===== src/rtl/bpm_pkg.sv =====
package bpm_pkg;
  localparam int NKIND = 8;

  typedef enum logic [1:0] {
    CYC_FETCH = 2'd0,
    CYC_READ  = 2'd1,
    CYC_WRITE = 2'd2,
    CYC_OTHER = 2'd3
  } cyc_e;

  // bit positions inside one shadow byte
  localparam int K_PROG  = 0;
  localparam int K_HLL   = 1;
  localparam int K_SPOT  = 2;
  localparam int K_DRD   = 3;
  localparam int K_DWR   = 4;
  localparam int K_GPA   = 5;
  localparam int K_GPB   = 6;
  localparam int K_GPC   = 7;
endpackage


===== src/rtl/bpm_plane.sv =====
// One bit plane of the shadow store: simple dual-port, registered read.
module bpm_plane #(
  parameter int ADDR_W = 8
) (
  input  logic              clk,
  input  logic              we,
  input  logic [ADDR_W-1:0] waddr,
  input  logic              wbit,
  input  logic [ADDR_W-1:0] raddr,
  output logic              rbit
);
  localparam int DEPTH = 1 << ADDR_W;

  logic mem [DEPTH];

  always_ff @(posedge clk) begin
    if (we) mem[waddr] <= wbit;
    rbit <= mem[raddr];
  end
endmodule


===== src/rtl/bpm_qualify.sv =====
// Builds the mask of kinds that this cycle type and task allow.
module bpm_qualify
  import bpm_pkg::*;
#(
  parameter int TASK_W = 2
) (
  input  logic [1:0]              cyc_type,
  input  logic [TASK_W-1:0]       cur_task,
  input  logic [NKIND-1:0]        lock_en,
  input  logic [NKIND*TASK_W-1:0] lock_task,
  output logic [NKIND-1:0]        allow
);
  logic [NKIND-1:0] type_ok;
  logic [NKIND-1:0] task_ok;
  cyc_e ct;

  always_comb begin
    ct = cyc_e'(cyc_type);
    type_ok         = '1;
    type_ok[K_PROG] = (ct == CYC_FETCH);
    type_ok[K_HLL]  = (ct == CYC_FETCH);
    type_ok[K_DRD]  = (ct == CYC_READ);
    type_ok[K_DWR]  = (ct == CYC_WRITE);
  end

  for (genvar k = 0; k < NKIND; k++) begin : g_task
    assign task_ok[k] = !lock_en[k] ||
                        (lock_task[k*TASK_W +: TASK_W] == cur_task);
  end

  assign allow = type_ok & task_ok;
endmodule


===== src/rtl/bpm_fill_seq.sv =====
// Walks an address range, one masked write per unstalled clock.
module bpm_fill_seq
  import bpm_pkg::*;
#(
  parameter int ADDR_W = 8
) (
  input  logic              clk,
  input  logic              rst,
  input  logic              go,
  input  logic [ADDR_W-1:0] lo,
  input  logic [ADDR_W-1:0] hi,
  input  logic [NKIND-1:0]  mask,
  input  logic              set,
  input  logic              stall,
  output logic              busy,
  output logic              we,
  output logic [ADDR_W-1:0] waddr,
  output logic [NKIND-1:0]  wmask,
  output logic              wset
);
  logic [ADDR_W-1:0] last_q;

  assign we = busy && !stall;

  always_ff @(posedge clk) begin
    if (rst) begin
      busy   <= 1'b0;
      waddr  <= '0;
      last_q <= '0;
      wmask  <= '0;
      wset   <= 1'b0;
    end else if (busy) begin
      if (!stall) begin
        if (waddr == last_q) busy <= 1'b0;
        else                 waddr <= waddr + 1'b1;
      end
    end else if (go) begin
      busy   <= 1'b1;
      waddr  <= lo;
      last_q <= hi;
      wmask  <= mask;
      wset   <= set;
    end
  end
endmodule


===== src/rtl/bp_shadow_unit.sv =====
module bp_shadow_unit
  import bpm_pkg::*;
#(
  parameter int ADDR_W = 8,
  parameter int TASK_W = 2
) (
  input  logic                    clk,
  input  logic                    rst,
  input  logic                    tgt_valid,
  input  logic [ADDR_W-1:0]       tgt_addr,
  input  logic [1:0]              tgt_type,
  input  logic [TASK_W-1:0]       tgt_task,
  input  logic [NKIND-1:0]        lock_en,
  input  logic [NKIND*TASK_W-1:0] lock_task,
  input  logic                    cmd_go,
  input  logic [ADDR_W-1:0]       cmd_lo,
  input  logic [ADDR_W-1:0]       cmd_hi,
  input  logic [NKIND-1:0]        cmd_mask,
  input  logic                    cmd_set,
  output logic                    busy,
  input  logic                    brk_clr,
  output logic                    brk_req,
  output logic [NKIND-1:0]        brk_kinds
);
  logic              fill_we;
  logic [ADDR_W-1:0] fill_addr;
  logic [NKIND-1:0]  fill_mask;
  logic              fill_set;
  logic [NKIND-1:0]  allow;
  logic [NKIND-1:0]  allow_q;
  logic              look_q;
  logic [NKIND-1:0]  shadow_q;
  logic [NKIND-1:0]  hit;

  bpm_fill_seq #(.ADDR_W(ADDR_W)) u_seq (
    .clk(clk), .rst(rst), .go(cmd_go), .lo(cmd_lo), .hi(cmd_hi),
    .mask(cmd_mask), .set(cmd_set), .stall(tgt_valid), .busy(busy),
    .we(fill_we), .waddr(fill_addr), .wmask(fill_mask), .wset(fill_set)
  );

  for (genvar k = 0; k < NKIND; k++) begin : g_plane
    bpm_plane #(.ADDR_W(ADDR_W)) u_plane (
      .clk(clk), .we(fill_we && fill_mask[k]), .waddr(fill_addr),
      .wbit(fill_set), .raddr(tgt_addr), .rbit(shadow_q[k])
    );
  end

  bpm_qualify #(.TASK_W(TASK_W)) u_qual (
    .cyc_type(tgt_type), .cur_task(tgt_task), .lock_en(lock_en),
    .lock_task(lock_task), .allow(allow)
  );

  // lookup stage, aligned with the registered store read
  always_ff @(posedge clk) begin
    if (rst) begin
      look_q  <= 1'b0;
      allow_q <= '0;
    end else begin
      look_q  <= tgt_valid;
      allow_q <= allow;
    end
  end

  assign hit = look_q ? (shadow_q & allow_q) : '0;

  always_ff @(posedge clk) begin
    if (rst) begin
      brk_req   <= 1'b0;
      brk_kinds <= '0;
    end else if (brk_clr) begin
      brk_req   <= 1'b0;
      brk_kinds <= '0;
    end else if (!brk_req && (hit != '0)) begin
      brk_req   <= 1'b1;
      brk_kinds <= hit;
    end
  end
endmodule


===== config.mk =====
export PLATFORM = sky130hd
export DESIGN_NAME = bp_shadow_unit
export DESIGN_NICKNAME = d
export VERILOG_FILES = /design/src/rtl/bpm_pkg.sv /design/src/rtl/bpm_plane.sv /design/src/rtl/bpm_qualify.sv /design/src/rtl/bpm_fill_seq.sv /design/src/rtl/bp_shadow_unit.sv
export SDC_FILE = /design/constraint.sdc
export NUM_CORES = 2
export LEC_CHECK = 0
export BUFFER_PORTS_ARGS = -buffer_cell sky130_fd_sc_hd__clkbuf_2
export CAP_MARGIN = 20
export CORE_MARGIN = 5
export CORE_UTILIZATION = 45
export CTS_BUF_LIST = sky130_fd_sc_hd__clkbuf_4 sky130_fd_sc_hd__clkbuf_8
export CTS_CLUSTER_DIAMETER = 30
export CTS_CLUSTER_SIZE = 25
export DETAILED_ROUTE_END_ITERATION = 6
export PLACE_DENSITY_LB_ADDON = 0.25
export SYNTH_ARGS = -nofsm -noshare
export SYNTH_HDL_FRONTEND = slang
export SYNTH_SLANG_ARGS = --single-unit

===== constraint.sdc =====
create_clock -name clk -period 83.6 [get_ports clk]
set_clock_uncertainty 0.2 [all_clocks]
set_input_delay 0 -clock clk [delete_from_list [all_inputs] [get_ports clk]]
set_output_delay 0 -clock clk [all_outputs]
set_load 0.02 [all_outputs]

; ---- Word level (Yosys, flattened, before mapping)
; Memories as Yosys holds them, arrays and structs flattened. A register that Yosys moved wholly into a read port is not among the register bits.
; Cells that the tools add are included.
[classes]
n_addsub = 1
n_eq_ne = 13
muxes = 25
bitwise_logic = 3
n_reduce_logical = 34
[op_table]
columns = op, n
row1 = 8-bit two-way mux, 5
row2 = 1-bit two-way mux, 20
row3 = 8-bit AND, 2
row4 = 2-bit equality test, 8
row5 = 1-bit logical AND, 10
row6 = 1-bit zero test, 10
row7 = 8-bit by 1-bit adder with 8-bit output (second input constant), 1
row8 = 8-bit equality test, 1
row9 = 1-bit logical OR, 8
row10 = 8-bit nonzero test, 1
row11 = 2-bit != test (second input constant), 2
row12 = 3-bit AND reduction, 1
row13 = 2-bit by 1-bit equality test with 1-bit output (second input constant), 1
row14 = 2-bit equality test (second input constant), 1
row15 = 2-bit zero test, 1
row16 = 2-bit AND reduction, 1
row17 = 2-bit nonzero test, 1
row18 = 2-bit OR reduction, 1
row19 = 1-bit NOT, 1
[word_totals]
ff_bits = 44
ram_bits = 2048
inputBits = 66
elab_cells = 93
n_memories = 8
[memory_table]
columns = name, depth, word_bits, read_ports, rd_ports_with_merged_regs, wr, line
row1 = g_plane[0].u_plane.mem, 256, 1, 1, 1, 1, bpm_plane.sv:14  ; logic mem [DEPTH];
row2 = g_plane[1].u_plane.mem, 256, 1, 1, 1, 1, bpm_plane.sv:14
row3 = g_plane[2].u_plane.mem, 256, 1, 1, 1, 1, bpm_plane.sv:14
row4 = g_plane[3].u_plane.mem, 256, 1, 1, 1, 1, bpm_plane.sv:14
row5 = g_plane[4].u_plane.mem, 256, 1, 1, 1, 1, bpm_plane.sv:14
row6 = g_plane[5].u_plane.mem, 256, 1, 1, 1, 1, bpm_plane.sv:14
row7 = +2 memories, -, -, -, -, -, -

; ---- Longest topological paths before layout
[depth]
ltp_word = 5
mapped_depth = 11
depth_no_buf = 7

; ---- Modules after synthesis
; From an unflattened synthesis, not the netlist that was laid out.
[hier_totals]
cells_unflattened = 6567
area_unflattened_um2 = 91273.8
[modules_own_cells]
columns = module, instances, cells_each, area_per_inst_um2, seq_area_each_um2
row1 = bpm_plane, 8, 788, 11128.2, 7707.4
row2 = bpm_fill_seq, 1, 155, 1316.3, 520.5
row3 = bp_shadow_unit, 1, 78, 699.4, 360.3
row4 = bpm_qualify, 1, 30, 232.7, 0.0

; ---- Worst setup path after synthesis
; Ideal clock, no wire load.
[synth_timing]
kind = register to register
startpoint = reg u_seq.wset
endpoint = mem g_plane[0].u_plane.mem[0] (data pin)
t_arrival_ps = 25215
path_slack_ps = 52756
stages_incl_launch_ff = 1
path_buffers = 0
synth_period_minus_slack_ps = 30844
path_cell_list = dfxtp_1
[synth_rtl]
columns = element, line
row1 = start: declaration, bpm_fill_seq.sv:19  ; output logic wset
row2 = start signal: assignment, bpm_fill_seq.sv:42  ; wset <= set;
row3 = end: declaration, bpm_plane.sv:14
; No word-level cell before the write port.

==> flow_summary.ini <==
[global_routing]
overflow = 0
grt_pass1_vias = 56314
grt_usage_pct = 23.3
grt_max_degree = 276
antenna_found_initial = 7
grt_pass1_wl_um = 367000

[clock_tree]
cts_tree = done
clockBufferDepth = 4
clock_sinks = 2100
clk_pin_slew_ns = 0.06
cts_setup_buffers = 0
clockRootBuffer = clkbuf_8
cts_max_level = 5
cts_inserted_buffers = 412
clk_latency_ns = 1.11

[sta]
setup_viol = 0
tightest_slew_ns = 1.29
period_minus_slack_ns = 6.24
final_max_slew_viol_count = 0
period_share_pct = 7.46
hold_slack_ns = 0.0809
grt_setup_unrepaired = no
slew_headroom_pct = 13.8
setup_tns_ns = 0
hold_viol = 0
fmax_mhz = 160

[setup_path]
crit_fanout = 86
worst_ep_arrival_time_ns = 7.01
worstSetupPathType = in2reg
cp-end-kind = flip-flop
crit_path_start_kind = input port
cp.required_ns = 84.37

[power_and_ir_drop]
power.leakage_nw = 30.8
powerDensity_nw_per_um2 = 23.9
peakVddDrop_mv = 0.0203

[floorplanning]
core_um2 = 200000
num_rows = 164
die_h_um = 458
fp.dieW_um = 458
start_util_pct = 45.2
die-area_um2 = 210000
ioPinCount = 76

[yosys]
syn_avg_cell_area_um2 = 14.2
synthAdderAreaFrac_pct = 0.0554
synth-main-ff-cell = edfxtp_1
netlist_area_um2 = 90300
synth_compound_area_share_pct = 3.74
synth_xor_area_share_pct = 0.233
synthDistinctLibCells = 64
async_flop_share_pct = 0
ys_seq_elements = 2100
syn_inst = 6340
synthTopCellsByArea = edfxtp_1 (68%), mux4_2 (10%), nor2_1 (8.7%)
ys_warn_count = 0
synth_fp_nets = 6410
synth_top_area_share_pct = 68.1
synth_edf_count = 2048
synth_top_cell_by_area = edfxtp_1
synthSimpleGateAreaFrac_pct = 11.3
synth_common_cells = nor2_1 (2086), edfxtp_1 (2048), mux4_2 (416)
yosysSeqAreaShare_pct = 69.3
synth_top_family_by_area = multiplexers
synth_mux_area_share_pct = 12.6
yosysMostFrequentCell = nor2_1

[routing]
routed_wl_um = 248000
drt_pass1_iterations = 6
vias_per_cell = 5.88
vias = 56382
ant_nets = 0
drtIter0Drc = 6673
wl_per_cell_um = 25.9
drc = 0

[layout]
area_growth_syn_to_layout_pct = 15.1
nets = 6669
fin_util_pct = 52.1
drive_gt1_share_pct = 19.6

[placed_design]
routabilityCongestion = 0.826
port_buffers = 75
hpwl_um = 140000

[flow_run]
maxCapViolCount = 0

[run_status]
run_status = complete, no violations

[worst_hold_path]
min-delay-path-class = in2reg
-- path summary, 6_finish.rpt --
check                       startpoint                               endpoint  slack, ns  cells past startpoint
min reg2reg  brk_kinds[0]$_SDFFE_PP0P_              brk_kinds[0]$_SDFFE_PP0P_       0.27                      2
max                        tgt_addr[0]        g_plane[0].u_plane.rbit$_DFF_P_      77.36                     14
max reg2reg    u_seq.wset$_SDFFE_PP0P_  g_plane[4].u_plane.mem[115]$_DFFE_PP_      78.24                      6
min                        tgt_addr[1]        g_plane[3].u_plane.rbit$_DFF_P_       0.08                      6
-- what timing repair did --
action                    4_1_cts  5_1_grt
hold endpoints to repair      257        0
resized for setup               0        0
hold buffers                  155        0
-- power breakdown --
group | internal (mW) | leakage (nW) | switching, mW | total [mW]
Clock | 0.721 | 4.77 | 0.476 | 1.20
Combinational | 0.0416 | 7.73 | 0.0854 | 0.127
Sequential | 1.16 | 18.3 | 0.00448 | 1.16
-- layout by cell type (no fill, tap or decap), drive strengths merged, types with 6 or more instances in the layout --
cell,n
nor2b,15
clkbuf,538
o32ai,13
a211oi,16
xnor2,20
mux4,426
and2,17
nand3b,12
and3,11
o221ai,47
nor4,21
a31oi,6
diode,7
dlygate4sd3,155
nand2b,17
a22oi,124
a221oi,20
nand2,348
a21oi,146
inv,32
clkinvlp,56
clkinv,131
nor3,40
mux2i,173
edfxtp,2048
bufinv,71
nor2,2087
or2,9
dfxtp,52
nand4,12
a22o,20
nand3,13
o22ai,41
o21ai,31
buf,112
-- layer usage --
layer	GRT usage [%]	share of wire (%)
met5	0	0.0048
met4	8.52	3.4
met3	5.15	9.5
met2	37.0	48
met1	31.7	39
-- worst max-delay path, cell delays in order --
cell           delay, ns
buf_8               0.39
buf_4               0.82
buf_4               0.76
buf_4               0.81
buf_12              0.55
mux4_2              0.59
a22o_1              0.28
a221oi_1            0.36
o22ai_1             0.16
dlygate4sd3_1       0.62
a31oi_1             0.17
dlygate4sd3_1       0.61
nor3_1              0.05
dlygate4sd3_1       0.59
-- per-stage QoR --
stage               worst slack [ns]  instance area, µm²  cells  total power, mW
floorplan                      52.76               90300   6340             1.29
global placement               77.37               92500   8676             1.30
detailed placement             77.33               92500   8676             1.30
CTS                            77.45              104000   9577             2.50
global route                   77.01              104000   9590             2.56
finish                         77.36              104000   9594             2.49
-- final cells by class --
class	instances	area [µm²]
clock inverter	281	3490
inverter	9	33.8
sequential	2100	62500
fill	16404	95700
timing repair buffer	340	2980
multi-input combinational	3736	25400
clock buffer	465	6120
antenna	7	17.5
tap	2656	3320
-- registers in the layout (all words and copies together), names as in the netlist --
name / count
u_seq.last_q: 8
g_plane.u_plane.mem: 2048
u_seq.busy: 1
look_q: 1
brk_req: 1
u_seq.waddr: 8
brk_kinds: 8
u_seq.wmask: 8
g_plane.u_plane.rbit: 8
u_seq.wset: 1
allow_q: 8
-- cell families after synthesis --
family	count (synthesis)
fa+ha+maj	4
xor+xnor	24
mux	603
simple gates	2611
buf+inv	504
compound gates	494
flops	2100
Note: power is estimated with default switching activity, not from simulation.
